===== src/rtl/fetch_pipe_pkg.sv =====
package fetch_pipe_pkg;

  typedef enum logic [1:0] {
    ST_FILL_A = 2'd0,
    ST_FILL_B = 2'd1,
    ST_RUN    = 2'd2
  } seqState_t;

  // strobes from control to datapath
  typedef struct packed {
    logic       loadTarget;  // take flush target and width
    logic       stepPc;      // advance by one instruction size
    logic       issue;       // decode slot is handed to execute
    logic [1:0] lagSteps;    // sizes between pc and next-to-execute
  } seqCtrl_t;

endpackage


===== src/rtl/fetch_pipe_ctrl.sv =====
module fetch_pipe_ctrl
  import fetch_pipe_pkg::*;
(
  input  logic     clk,
  input  logic     rstN,
  input  logic     flushReq,
  output seqCtrl_t ctrl
);

  seqState_t stateQ, stateD;

  always_comb begin
    unique case (stateQ)
      ST_FILL_A: stateD = ST_FILL_B;
      ST_FILL_B: stateD = ST_RUN;
      default:   stateD = ST_RUN;
    endcase
    if (flushReq) stateD = ST_FILL_A;
  end

  always_ff @(posedge clk or negedge rstN) begin
    if (!rstN) stateQ <= ST_FILL_A;
    else       stateQ <= stateD;
  end

  always_comb begin
    ctrl.loadTarget = flushReq;
    ctrl.stepPc     = !flushReq;
    ctrl.issue      = (stateQ == ST_RUN);
    unique case (stateQ)
      ST_FILL_A: ctrl.lagSteps = 2'd0;
      ST_FILL_B: ctrl.lagSteps = 2'd1;
      default:   ctrl.lagSteps = 2'd2;
    endcase
  end

endmodule


===== src/rtl/fetch_pipe_dp.sv =====
module fetch_pipe_dp
  import fetch_pipe_pkg::*;
#(
  parameter int unsigned ADDR_W       = 32,
  parameter int unsigned INSN_W       = 32,
  parameter logic [ADDR_W-1:0] RESET_ADDR = '0,
  parameter bit          RESET_NARROW = 1'b0
) (
  input  logic              clk,
  input  logic              rstN,
  input  seqCtrl_t          ctrl,
  input  logic [INSN_W-1:0] fetchData,
  input  logic              narrowSel,
  input  logic [ADDR_W-1:0] flushTarget,
  input  logic              illegalIn,
  output logic [ADDR_W-1:0] fetchAddr,
  output logic              exValid,
  output logic [INSN_W-1:0] exInsn,
  output logic [ADDR_W-1:0] exAddr,
  output logic              illegalInsn,
  output logic [ADDR_W-1:0] nextAddr
);

  localparam int unsigned HALF_W       = INSN_W / 2;
  localparam int unsigned WIDE_BYTES   = INSN_W / 8;
  localparam int unsigned NARROW_BYTES = WIDE_BYTES / 2;

  logic [ADDR_W-1:0] pcQ;
  logic              narrowQ;
  logic [INSN_W-1:0] fetchSlotQ, decodeSlotQ;
  logic [INSN_W-1:0] fetchWord;
  logic [ADDR_W-1:0] stepBytes;

  assign stepBytes = narrowQ ? ADDR_W'(NARROW_BYTES) : ADDR_W'(WIDE_BYTES);
  assign fetchWord = narrowQ ? {{(INSN_W-HALF_W){1'b0}}, fetchData[HALF_W-1:0]} : fetchData;

  always_ff @(posedge clk or negedge rstN) begin
    if (!rstN) begin
      pcQ         <= RESET_ADDR;
      narrowQ     <= RESET_NARROW;
      fetchSlotQ  <= '0;
      decodeSlotQ <= '0;
    end else begin
      fetchSlotQ  <= fetchWord;
      decodeSlotQ <= fetchSlotQ;
      if (ctrl.loadTarget) begin
        pcQ     <= flushTarget;
        narrowQ <= narrowSel;
      end else if (ctrl.stepPc) begin
        pcQ <= pcQ + stepBytes;
      end
    end
  end

  always_comb begin
    unique case (ctrl.lagSteps)
      2'd0:    nextAddr = pcQ;
      2'd1:    nextAddr = pcQ - stepBytes;
      default: nextAddr = pcQ - (stepBytes << 1);
    endcase
  end

  assign fetchAddr   = pcQ;
  assign exValid     = ctrl.issue;
  assign exInsn      = ctrl.issue ? decodeSlotQ : '0;
  assign exAddr      = ctrl.issue ? pcQ - (stepBytes << 1) : '0;
  assign illegalInsn = ctrl.issue & illegalIn;

endmodule


===== src/rtl/fetch_pipe_seq.sv =====
module fetch_pipe_seq
  import fetch_pipe_pkg::*;
#(
  parameter int unsigned ADDR_W       = 32,
  parameter int unsigned INSN_W       = 32,
  parameter logic [ADDR_W-1:0] RESET_ADDR = '0,
  parameter bit          RESET_NARROW = 1'b0
) (
  input  logic              clk,
  input  logic              rstN,
  input  logic [INSN_W-1:0] fetchData,
  input  logic              narrowSel,
  input  logic              flushReq,
  input  logic [ADDR_W-1:0] flushTarget,
  input  logic              illegalIn,
  output logic [ADDR_W-1:0] fetchAddr,
  output logic              exValid,
  output logic [INSN_W-1:0] exInsn,
  output logic [ADDR_W-1:0] exAddr,
  output logic              illegalInsn,
  output logic [ADDR_W-1:0] nextAddr
);

  seqCtrl_t ctrl;

  fetch_pipe_ctrl i_ctrl (
    .clk      (clk),
    .rstN     (rstN),
    .flushReq (flushReq),
    .ctrl     (ctrl)
  );

  fetch_pipe_dp #(
    .ADDR_W       (ADDR_W),
    .INSN_W       (INSN_W),
    .RESET_ADDR   (RESET_ADDR),
    .RESET_NARROW (RESET_NARROW)
  ) i_dp (
    .clk         (clk),
    .rstN        (rstN),
    .ctrl        (ctrl),
    .fetchData   (fetchData),
    .narrowSel   (narrowSel),
    .flushTarget (flushTarget),
    .illegalIn   (illegalIn),
    .fetchAddr   (fetchAddr),
    .exValid     (exValid),
    .exInsn      (exInsn),
    .exAddr      (exAddr),
    .illegalInsn (illegalInsn),
    .nextAddr    (nextAddr)
  );

endmodule


===== config.mk =====
export PLATFORM = sky130hd
export DESIGN_NAME = fetch_pipe_seq
export DESIGN_NICKNAME = d
export VERILOG_FILES = /design/src/rtl/fetch_pipe_pkg.sv /design/src/rtl/fetch_pipe_ctrl.sv /design/src/rtl/fetch_pipe_dp.sv /design/src/rtl/fetch_pipe_seq.sv
export SDC_FILE = /design/constraint.sdc
export NUM_CORES = 1
export LEC_CHECK = 0
export ABC_CLOCK_PERIOD_IN_PS = 6590
export BUFFER_PORTS_ARGS = -buffer_cell sky130_fd_sc_hd__buf_2
export CAP_MARGIN = 20
export CORE_MARGIN = 2
export CORE_UTILIZATION = 54
export CTS_CLUSTER_SIZE = 14
export DETAILED_ROUTE_END_ITERATION = 10
export PLACE_DENSITY = 0.86
export SKIP_CTS_REPAIR_TIMING = 1
export SLEW_MARGIN = 20
export SYNTH_ARGS = -nofsm -noshare
export SYNTH_HDL_FRONTEND = slang
export SYNTH_SLANG_ARGS = --single-unit
export TNS_END_PERCENT = 30

===== constraint.sdc =====
create_clock -name clk -period 6.59 [get_ports clk]
set_input_delay 1.318 -clock clk [delete_from_list [all_inputs] [get_ports clk]]
set_output_delay 1.318 -clock clk [all_outputs]
set_load 0.01 [all_outputs]

Word level (Yosys, flattened, before mapping)
Cells that the tools add are included.

Eq/ne operators: 3. Muxes and demuxes: 9. Bitwise gates (word level): 1. Add/sub/neg operators: 3. Reduce and logical (&&, ||, !) cells: 2.

Operators with widths (number): 32-bit 2-to-1 mux (4); 32-bit one-hot mux with 2 select lines (1); 32-bit subtractor (2); 32-bit adder (1); 2-bit by 1-bit == test with 1-bit output, second input constant (2); 2-bit zero test (2); 2-bit 2-to-1 mux (2); 2-bit one-hot mux with 2 select lines (1); 3-bit 2-to-1 mux (1); 2-bit == test, second input constant (1); 1-bit AND (1).

Logic and storage cells: 23. Bits of input ports: 69. Output and inout port bits: 130. Register bits after elaboration: 99.

Longest topological paths before layout
Gate-level depths: netlist of the first run.

Depth after elaboration: 4. Gate-level depth with buffers: 9. Gate-level depth less buffers: 8.

Modules after synthesis
From an unflattened synthesis of the first run, not the netlist that was laid out.

Cell total of the unflattened synthesis: 572. Area, all modules: 5351.4 µm².

Modules (own cells, without submodules): fetch_pipe_dp (cells an instance 563, sequential area each 2427.3 µm², times used 1, area an instance 5256.3 µm²); fetch_pipe_ctrl (cells an instance 9, sequential area each 50.0 µm², times used 1, area an instance 95.1 µm²).

Worst setup path after synthesis of the first run
Ideal clock, no wire load.

Path type: register to output. From: register i_dp.narrowQ. To: output nextAddr[12]. Buffers on the path: 0. Cell stages (with the launch flop): 8. Slack: 2.878 ns. Data arrival time: 2.394 ns. Required time: 5.272 ns. Cell sequence: dfrtp_1 -> ha_1 -> inv_1 -> fa_1 -> or4_1 -> or3_1 -> a21oi_1 -> xor2_1.

Word-level cells in the longest chain between the ends: 3. Elaborated cells between the ends (all ways): 4. Classes of those cells: add/sub: 2; mux: 2.

RTL lines: start, declared (RTL line fetch_pipe_dp.sv:29) `logic narrowQ;`; start signal, assigned (RTL line fetch_pipe_dp.sv:48) `narrowQ <= narrowSel;`; 3-bit 2-to-1 mux (*) (RTL line fetch_pipe_dp.sv:34) `assign stepBytes = narrowQ ? ADDR_W'(NARROW_BYTES) : ADDR_W'(WIDE_BYTES);`; 32-bit subtractor (on tied branches) (RTL line fetch_pipe_dp.sv:59, fetch_pipe_dp.sv:58); 32-bit one-hot mux with 2 select lines (*) (RTL line fetch_pipe_dp.sv:56) `unique case (ctrl.lagSteps)`; end, declared (RTL line fetch_pipe_seq.sv:21) `output logic [ADDR_W-1:0] nextAddr`.

Mark *: on every way between the ends. The rest lies on a longest branch, timed or not.

Worst setup path in the final report of the first run
From: register i_dp.narrowQ. To: output exAddr[18].

Word-level cells in the longest chain between the ends: 3.

RTL lines: 3-bit 2-to-1 mux (RTL line fetch_pipe_dp.sv:34); 32-bit subtractor (RTL line fetch_pipe_dp.sv:66) `assign exAddr = ctrl.issue ? pcQ - (stepBytes << 1) : '0;`; 32-bit 2-to-1 mux (RTL line fetch_pipe_dp.sv:66); end, declared (RTL line fetch_pipe_seq.sv:19) `output logic [ADDR_W-1:0] exAddr,`.

Every way passes these cells.

==> results of run 1 <==
logic make-up (layout without fill, tap and decap cells):
kind of cell               Yosys count  in the layout  synth area share
AOI/OAI and AO/OA                  107            107             0.122
xor gates and xnor gates            47             47            0.0752
adders and majority gates            9              9            0.0247
buffers and inverters               69            227            0.0510
DFF                                 99             99             0.453
muxes                                5              5           0.00960
and+or+nand+nor                    259            259             0.265
state kept, by name (all words and copies together) (netlist names):
register / flops
i_dp.decodeSlotQ: 32
i_dp.fetchAddr: 32
i_ctrl.stateQ: 2
i_dp.narrowQ: 1
i_dp.fetchSlotQ: 32
synth_stat cells (all sizes together) (2+ instances only):
| library cell | count |
|---|---|
| clkbuf | 42 |
| a2111oi | 2 |
| ha | 6 |
| a21oi | 24 |
| dfrtp | 99 |
| o21ai | 26 |
| and4 | 3 |
| nand4 | 16 |
| nor3 | 13 |
| nand2 | 42 |
| xor2 | 33 |
| a31oi | 17 |
| nor2b | 19 |
| mux2 | 2 |
| nor4 | 19 |
| inv | 11 |
| o31ai | 24 |
| or3 | 16 |
| fa | 3 |
| nand4b | 3 |
| and3 | 36 |
| a211oi | 7 |
| or4 | 28 |
| mux2i | 3 |
| nor2 | 41 |
| nand3 | 16 |
| nand2b | 3 |
| o211ai | 2 |
| or2 | 2 |
| xnor2 | 14 |
| buf | 16 |
worst max-delay path: cells and delay by family (launching register included):
kind            cells  cell delay, ns
simple gates        3            1.32
buf+inv             2            0.23
fa+ha+maj           2            0.74
flops               1            0.83
compound gates      1            0.16
layer usage:
| metal | vias up | global-route usage | part of all wire |
|---|---|---|---|
| met4 | 0 | 0.106 | 0.028 |
| met5 | - | 0 | 0 |
| met1 | 2523 | 0.382 | 0.41 |
| met2 | 291 | 0.443 | 0.49 |
| li1 | 2441 | - | - |
| met3 | 42 | 0.0443 | 0.075 |
where the power goes:
| group | switching [mW] | internal [mW] | total (mW) |
|---|---|---|---|
| logic | 0.219 | 0.149 | 0.369 |
| clock network | 0.218 | 0.191 | 0.409 |
| registers | 0.0897 | 0.653 | 0.743 |
per-stage QoR:
step                      hold WS [ns]  setup slack [ns]  area [um2]  utilization
final                            0.352              1.60        6620        0.675
after global routing             0.364              1.25        6620        0.675
after floorplan                  0.331              2.88        5470            -
after detailed placement         0.335              2.07        6410        0.653
after global placement           0.332              2.25        6410        0.653
after CTS                        0.349              1.65        6620        0.674
worst paths after layout:
path | endpoint | startpoint | depth (start not counted)
hold reg to reg | i_dp.decodeSlotQ[18] | i_dp.fetchSlotQ[18] | 0
setup reg to reg | i_dp.fetchAddr[25] | i_dp.narrowQ | 6
hold / removal | i_dp.decodeSlotQ[18] | i_dp.fetchSlotQ[18] | 0
min in group asynchronous | i_dp.fetchSlotQ[27] | rstN | 1
setup / recovery | exAddr[18] | i_dp.narrowQ | 8
max in group asynchronous | i_dp.decodeSlotQ[3] | rstN | 2
layout make-up:
type,count,area (um2),share of cell area
inverter,11,41.3,0.00623
tap,133,166,0.0251
timing repair buffer,200,1010,0.152
sequential,99,2480,0.374
multi-input combinational,427,2720,0.411
clock buffer,11,141,0.0213
clock inverter,5,66.3,0.0100
==> flow_metrics.env, run 1 <==
export IMPL_io_pins=199
export IMPL_slew_headroom=0.349
export IMPL_final_power_mw=1.52
export IMPL_start_util=0.557
export IMPL_run_status="finished, final reports clean"
export IMPL_numPlacedInstances=870
export IMPL_drc=0
export IMPL_worstMarginPinSlew_ns=0.974
export IMPL_netlist_area_leader_share=0.453
export IMPL_postSynth_asyncResetShare=1.00
export IMPL_clock_path_buffers=2
export IMPL_timing_max_cap_violations=0
export IMPL_synth_sequential_area_ratio=0.453
export IMPL_route_detailed_vias_per_inst=5.98
export IMPL_global_route_overflow_total=0
export IMPL_post_synth_inst_count=595
export IMPL_timing_hold_violations_final=0
export IMPL_worst_setup_hold_path_clk_slew_ns=0.10
export IMPL_setup_reg_to_reg_worst_slack_ns=3.84
export IMPL_synth_seq_cells=99
export IMPL_groute_usage_overall=0.277
export IMPL_power_density_cell_area_nw_per_um2=230
export IMPL_antenna_found_initial=0
export IMPL_relative_area_change_from_synthesis_to_final_layout_pct=21.0
export IMPL_yosysWarningCount=0
export IMPL_cell_area_after_synthesis_um2=5470
export IMPL_min_delay_path_class="flip-flop to flip-flop"
export IMPL_layout_cells_most_common="buf_2"
export IMPL_synthDistinctLibCells=43
export IMPL_max_h_tree_level=3
export IMPL_num_antenna_cells=0
export IMPL_post_synthesis_net_count=673
export IMPL_worst_path_largest_cell_delay_ns=0.83
export IMPL_worstPathArrival_ns=3.67
export IMPL_core_area_um2=9820
export IMPL_fillCellCount=821
export IMPL_grt_pass1_vias=4806
export IMPL_route_detailed_wl_per_inst_um=17.1
export IMPL_cp_slowest_cell="dfrtp_1"
export IMPL_post_route_period_util=0.757
export IMPL_drive_above_1_share=0.299
export IMPL_grt_max_degree=73
export IMPL_clockRootBuffer="clkbuf_8"
export IMPL_die_height_um=105
export IMPL_rsz0062_at_grt="no"
export IMPL_critPathMaxFanout=23
export IMPL_clk_latency_ns=0.37
export IMPL_synthesis_area_per_instance_um2=9.20
export IMPL_final_nets=826
export IMPL_timing_final_crit_period_ns=4.99
export IMPL_dr_total_vias=5297
export IMPL_cts_sinks=99
export IMPL_final_antenna_net_count=0
export IMPL_total_clock_buffers_created_by_cts=9
export IMPL_layout_common_cells="buf_2, dfrtp_1, nand2_1"
export IMPL_row_count=36
export IMPL_critical_path_endpoint_type="output pin"
export IMPL_wire_length_of_the_first_global_routing_pass_um=24400
export IMPL_synthTopCellsByArea="dfrtp_1, xor2_1, and3_1, or4_1, o31ai_1"
export IMPL_setup_tns_ns=0
export IMPL_synth_flop_cell="dfrtp_1"
export IMPL_cts_tree="built"
export IMPL_routed_wl_um=15200
export IMPL_worst_ep_required_time_ns=5.27
export IMPL_start_kind="flip-flop"
export IMPL_clock_skew_ns=0.00774
export IMPL_synth_edff_count=0
export IMPL_cp_cell_sequence="ha_1 > inv_1 > fa_1 > nor2_1 > nand4_1 > or4_1 > a21oi_1 > buf_2"
export IMPL_overall_die_area_um2=11000
export IMPL_criticalPathCategory="flip-flop to output pin"
export IMPL_die_width_um=105
export IMPL_static_leakage_power_nw=3.11
export IMPL_firstDrtPassIters=7
export IMPL_drt_iter0_drc=505
export IMPL_finalWeightedCongestion=0.892
export IMPL_slew_violations=0
export IMPL_peakVddDrop_mv=0.132
export IMPL_peak_freq_mhz=201
export IMPL_buffer_ports_inserted=198
export IMPL_setup_viol=0
export IMPL_post_dp_hpwl_um=10900
export IMPL_finish_cell_count_without_fillers=886
export IMPL_yosys_area_top_type="dfrtp_1"
No activity file was read; power rests on OpenSTA's default activity.
==> run 2: changes to the inputs <==
--- a/config.mk
+++ b/config.mk
@@ -5,14 +5,15 @@
 export SDC_FILE = /design/constraint.sdc
 export NUM_CORES = 1
 export LEC_CHECK = 0
-export ABC_CLOCK_PERIOD_IN_PS = 6590
+export ABC_AREA = 1
+export ABC_CLOCK_PERIOD_IN_PS = 4300
 export BUFFER_PORTS_ARGS = -buffer_cell sky130_fd_sc_hd__buf_2
 export CAP_MARGIN = 20
 export CORE_MARGIN = 2
-export CORE_UTILIZATION = 54
+export CORE_UTILIZATION = 47
 export CTS_CLUSTER_SIZE = 14
 export DETAILED_ROUTE_END_ITERATION = 10
-export PLACE_DENSITY = 0.86
+export PLACE_DENSITY = 0.77
 export SKIP_CTS_REPAIR_TIMING = 1
 export SLEW_MARGIN = 20
 export SYNTH_ARGS = -nofsm -noshare
==> constraint.sdc (replaced) <==
create_clock -name clk -period 4.3 [get_ports clk]
set_input_delay 0.86 -clock clk [delete_from_list [all_inputs] [get_ports clk]]
set_output_delay 0.86 -clock clk [all_outputs]
set_load 0.01 [all_outputs]
==> run 2 against run 1 <==
Effect of this change:
- combinational power up 75%
- sequential share of layout area down 4.9 points
- sequential power up 49%
- utilization down 9.7 points
- clock skew about the same
- non-clock buffer count up 2
- cell count up 45%
- largest cell class unchanged
==> flow_metrics.env, run 2 <==
export IMPL_post_route_cell_area_um2=7610
export IMPL_peak_freq_mhz=254
export IMPL_slew_headroom=0.276
export IMPL_setup_tns_ns=0
export IMPL_timing_final_crit_period_ns=3.94
export IMPL_dpl_cell_area_um2=7310
export IMPL_netlist_area_leader_share=0.392
export IMPL_firstDrtPassIters=5
export IMPL_rsz0062_at_grt="no"
export IMPL_route_detailed_wl_per_inst_um=15.0
export IMPL_drt_iter0_drc=585
export IMPL_post_synthesis_net_count=1015
export IMPL_row_count=42
export IMPL_finalWeightedCongestion=0.927
export IMPL_max_h_tree_level=3
export IMPL_worstMarginPinSlew_ns=1.09
export IMPL_route_detailed_vias_per_inst=5.06
export IMPL_critical_path_endpoint_type="output pin"
export IMPL_power_density_cell_area_nw_per_um2=335
export IMPL_core_area_um2=13200
export IMPL_timing_max_cap_violations=0
export IMPL_worst_setup_hold_path_clk_slew_ns=0.07
export IMPL_relative_area_change_from_synthesis_to_final_layout_pct=20.5
export IMPL_clockRootBuffer="clkbuf_16"
export IMPL_drc=0
export IMPL_die_height_um=120
export IMPL_slew_violations=0
export IMPL_clock_path_buffers=2
export IMPL_yosysWarningCount=0
export IMPL_global_route_overflow_total=0
export IMPL_area_sequential_um2=2480
export IMPL_post_route_period_util=0.917
export IMPL_setup_viol=0
export IMPL_static_leakage_power_nw=4.15
export IMPL_post_synth_most_frequent_cells="nand2_1, nor2_1, inv_1"
export IMPL_num_antenna_cells=0
export IMPL_buffer_ports_inserted=198
export IMPL_synth_seq_cells=99
export IMPL_start_util=0.479
export IMPL_worst_ep_required_time_ns=3.44
export IMPL_drive_above_1_share=0.242
export IMPL_grt_pass1_vias=5915
export IMPL_timing_hold_violations_final=0
export IMPL_io_pins=199
export IMPL_synth_sequential_area_ratio=0.392
export IMPL_run_status="finished, final reports clean"
export IMPL_synth_most_common_cell="nand2_1"
export IMPL_cts_tree="built"
export IMPL_fillCellCount=1280
export IMPL_clk_latency_ns=0.35
export IMPL_multi_input_comb_area_um2=3120
export IMPL_synthDistinctLibCells=34
export IMPL_layout_common_cells="nand2_1, buf_2, nor2_1"
export IMPL_dr_total_vias=6518
export IMPL_overall_die_area_um2=14400
export IMPL_yosys_area_top_type="dfrtp_1"
export IMPL_wire_length_of_the_first_global_routing_pass_um=30400
export IMPL_die_width_um=120
export IMPL_groute_usage_overall=0.271
export IMPL_post_synth_inst_count=937
export IMPL_min_delay_path_class="flip-flop to flip-flop"
export IMPL_synthesis_area_per_instance_um2=6.74
export IMPL_antenna_found_initial=0
export IMPL_cts_sinks=99
export IMPL_peakVddDrop_mv=0.281
export IMPL_worstPathArrival_ns=3.08
export IMPL_layout_cells_most_common="nand2_1"
export IMPL_criticalPathCategory="flip-flop to output pin"
export IMPL_final_antenna_net_count=0
export IMPL_clock_skew_ns=0.00803
export IMPL_cell_area_after_synthesis_um2=6320
export IMPL_hold_ws_ns=0.350
export IMPL_synth_edff_count=0
export IMPL_start_kind="flip-flop"
export IMPL_grt_max_degree=62
export IMPL_synthTopCellsByArea="dfrtp_1, nand2_1, nor2_1, inv_1, nand3_1"
export IMPL_total_clock_buffers_created_by_cts=9
export IMPL_critPathMaxFanout=23
export IMPL_routed_wl_um=19300
export IMPL_final_nets=1186
export IMPL_postSynth_asyncResetShare=1.00
export IMPL_post_dp_hpwl_um=14700
export IMPL_synth_flop_cell="dfrtp_1"
## run 2: cell types whose count changed after synthesis, sizes merged, moves of 25 or more
cell    previous run  this run
nand2             42       259
clkbuf            42        17
and3              36         1
nand3             16        76
inv               11       125
or4               28         0
o21ai             26        57
nor2              41       217
## run 2: worst paths after layout
check / startpoint / cells past startpoint / slack, ns / to
max in group asynchronous: rstN / 2 / 2.73 / i_dp.fetchAddr[3]
min in group asynchronous: rstN / 1 / 0.56 / i_dp.fetchSlotQ[23]
worst max register to register: i_dp.narrowQ / 11 / 1.67 / i_dp.fetchAddr[19]
worst min register to register: i_dp.fetchSlotQ[25] / 0 / 0.35 / i_dp.decodeSlotQ[25]
worst min-delay path: i_dp.fetchSlotQ[25] / 0 / 0.35 / i_dp.decodeSlotQ[25]
worst max-delay path: i_dp.narrowQ / 11 / 0.36 / nextAddr[12]
## run 2: logic make-up (layout without fill, tap and decap cells)
| kind of cell | count (synthesis) | count (layout) | share of synthesized area |
|---|---|---|---|
| AND/OR/NAND/NOR | 561 | 561 | 0.379 |
| buffers and inverters | 167 | 343 | 0.113 |
| XOR/XNOR | 19 | 19 | 0.0263 |
| flip-flops | 99 | 99 | 0.392 |
| AO/OA/AOI/OAI | 82 | 82 | 0.0676 |
| adder cells (fa/ha/maj) | 9 | 9 | 0.0214 |
## run 2: per-stage QoR
| step | worst slack [ns] | utilization | std cells | power (mW) |
|---|---|---|---|---|
| finish | 0.359 | 0.577 | 1289 | 2.55 |
| global route | 0.114 | 0.577 | 1289 | 2.70 |
| CTS | 0.348 | 0.577 | 1289 | 2.57 |
| detailed placement | 0.739 | 0.555 | 1273 | 1.76 |
| global placement | 0.826 | 0.555 | 1273 | 1.75 |
| floorplan | 1.43 | - | 937 | 1.51 |
## run 2: metal layers
metal / wire (um) / global-route usage / vias to the layer above / share of wire
met1: 8300 / 0.378 / 2989 / 0.43
met4: 410 / 0.0860 / 0 / 0.021
met2: 9190 / 0.439 / 302 / 0.48
met5: 0 / 0 / - / 0
li1: - / - / 3193 / -
met3: 1390 / 0.0371 / 34 / 0.072
## run 2: worst max-delay path: stages (launching register included)
cell     delay (ns)
dfrtp_1        0.86
ha_1           0.27
inv_1          0.06
fa_1           0.45
inv_1          0.12
nand2_2        0.09
inv_1          0.10
nand2_1        0.09
nor2_2         0.15
xor2_1         0.21
o21ai_0        0.15
buf_2          0.19
## run 2: where the power goes
part | internal, mW | total, mW | switching (mW)
registers | 0.999 | 1.11 | 0.109
clock network | 0.410 | 0.798 | 0.388
logic | 0.227 | 0.644 | 0.417
total | 1.64 | 2.55 | 0.914
## run 2: final cells by class
cell class / instances / area share
flip-flops and latches: 99 / 0.325
multi-input cells: 671 / 0.410
inverters: 125 / 0.0616
clock buffers: 9 / 0.0296
repair buffers: 202 / 0.134
well taps: 176 / 0.0289
clock inverters: 7 / 0.00970
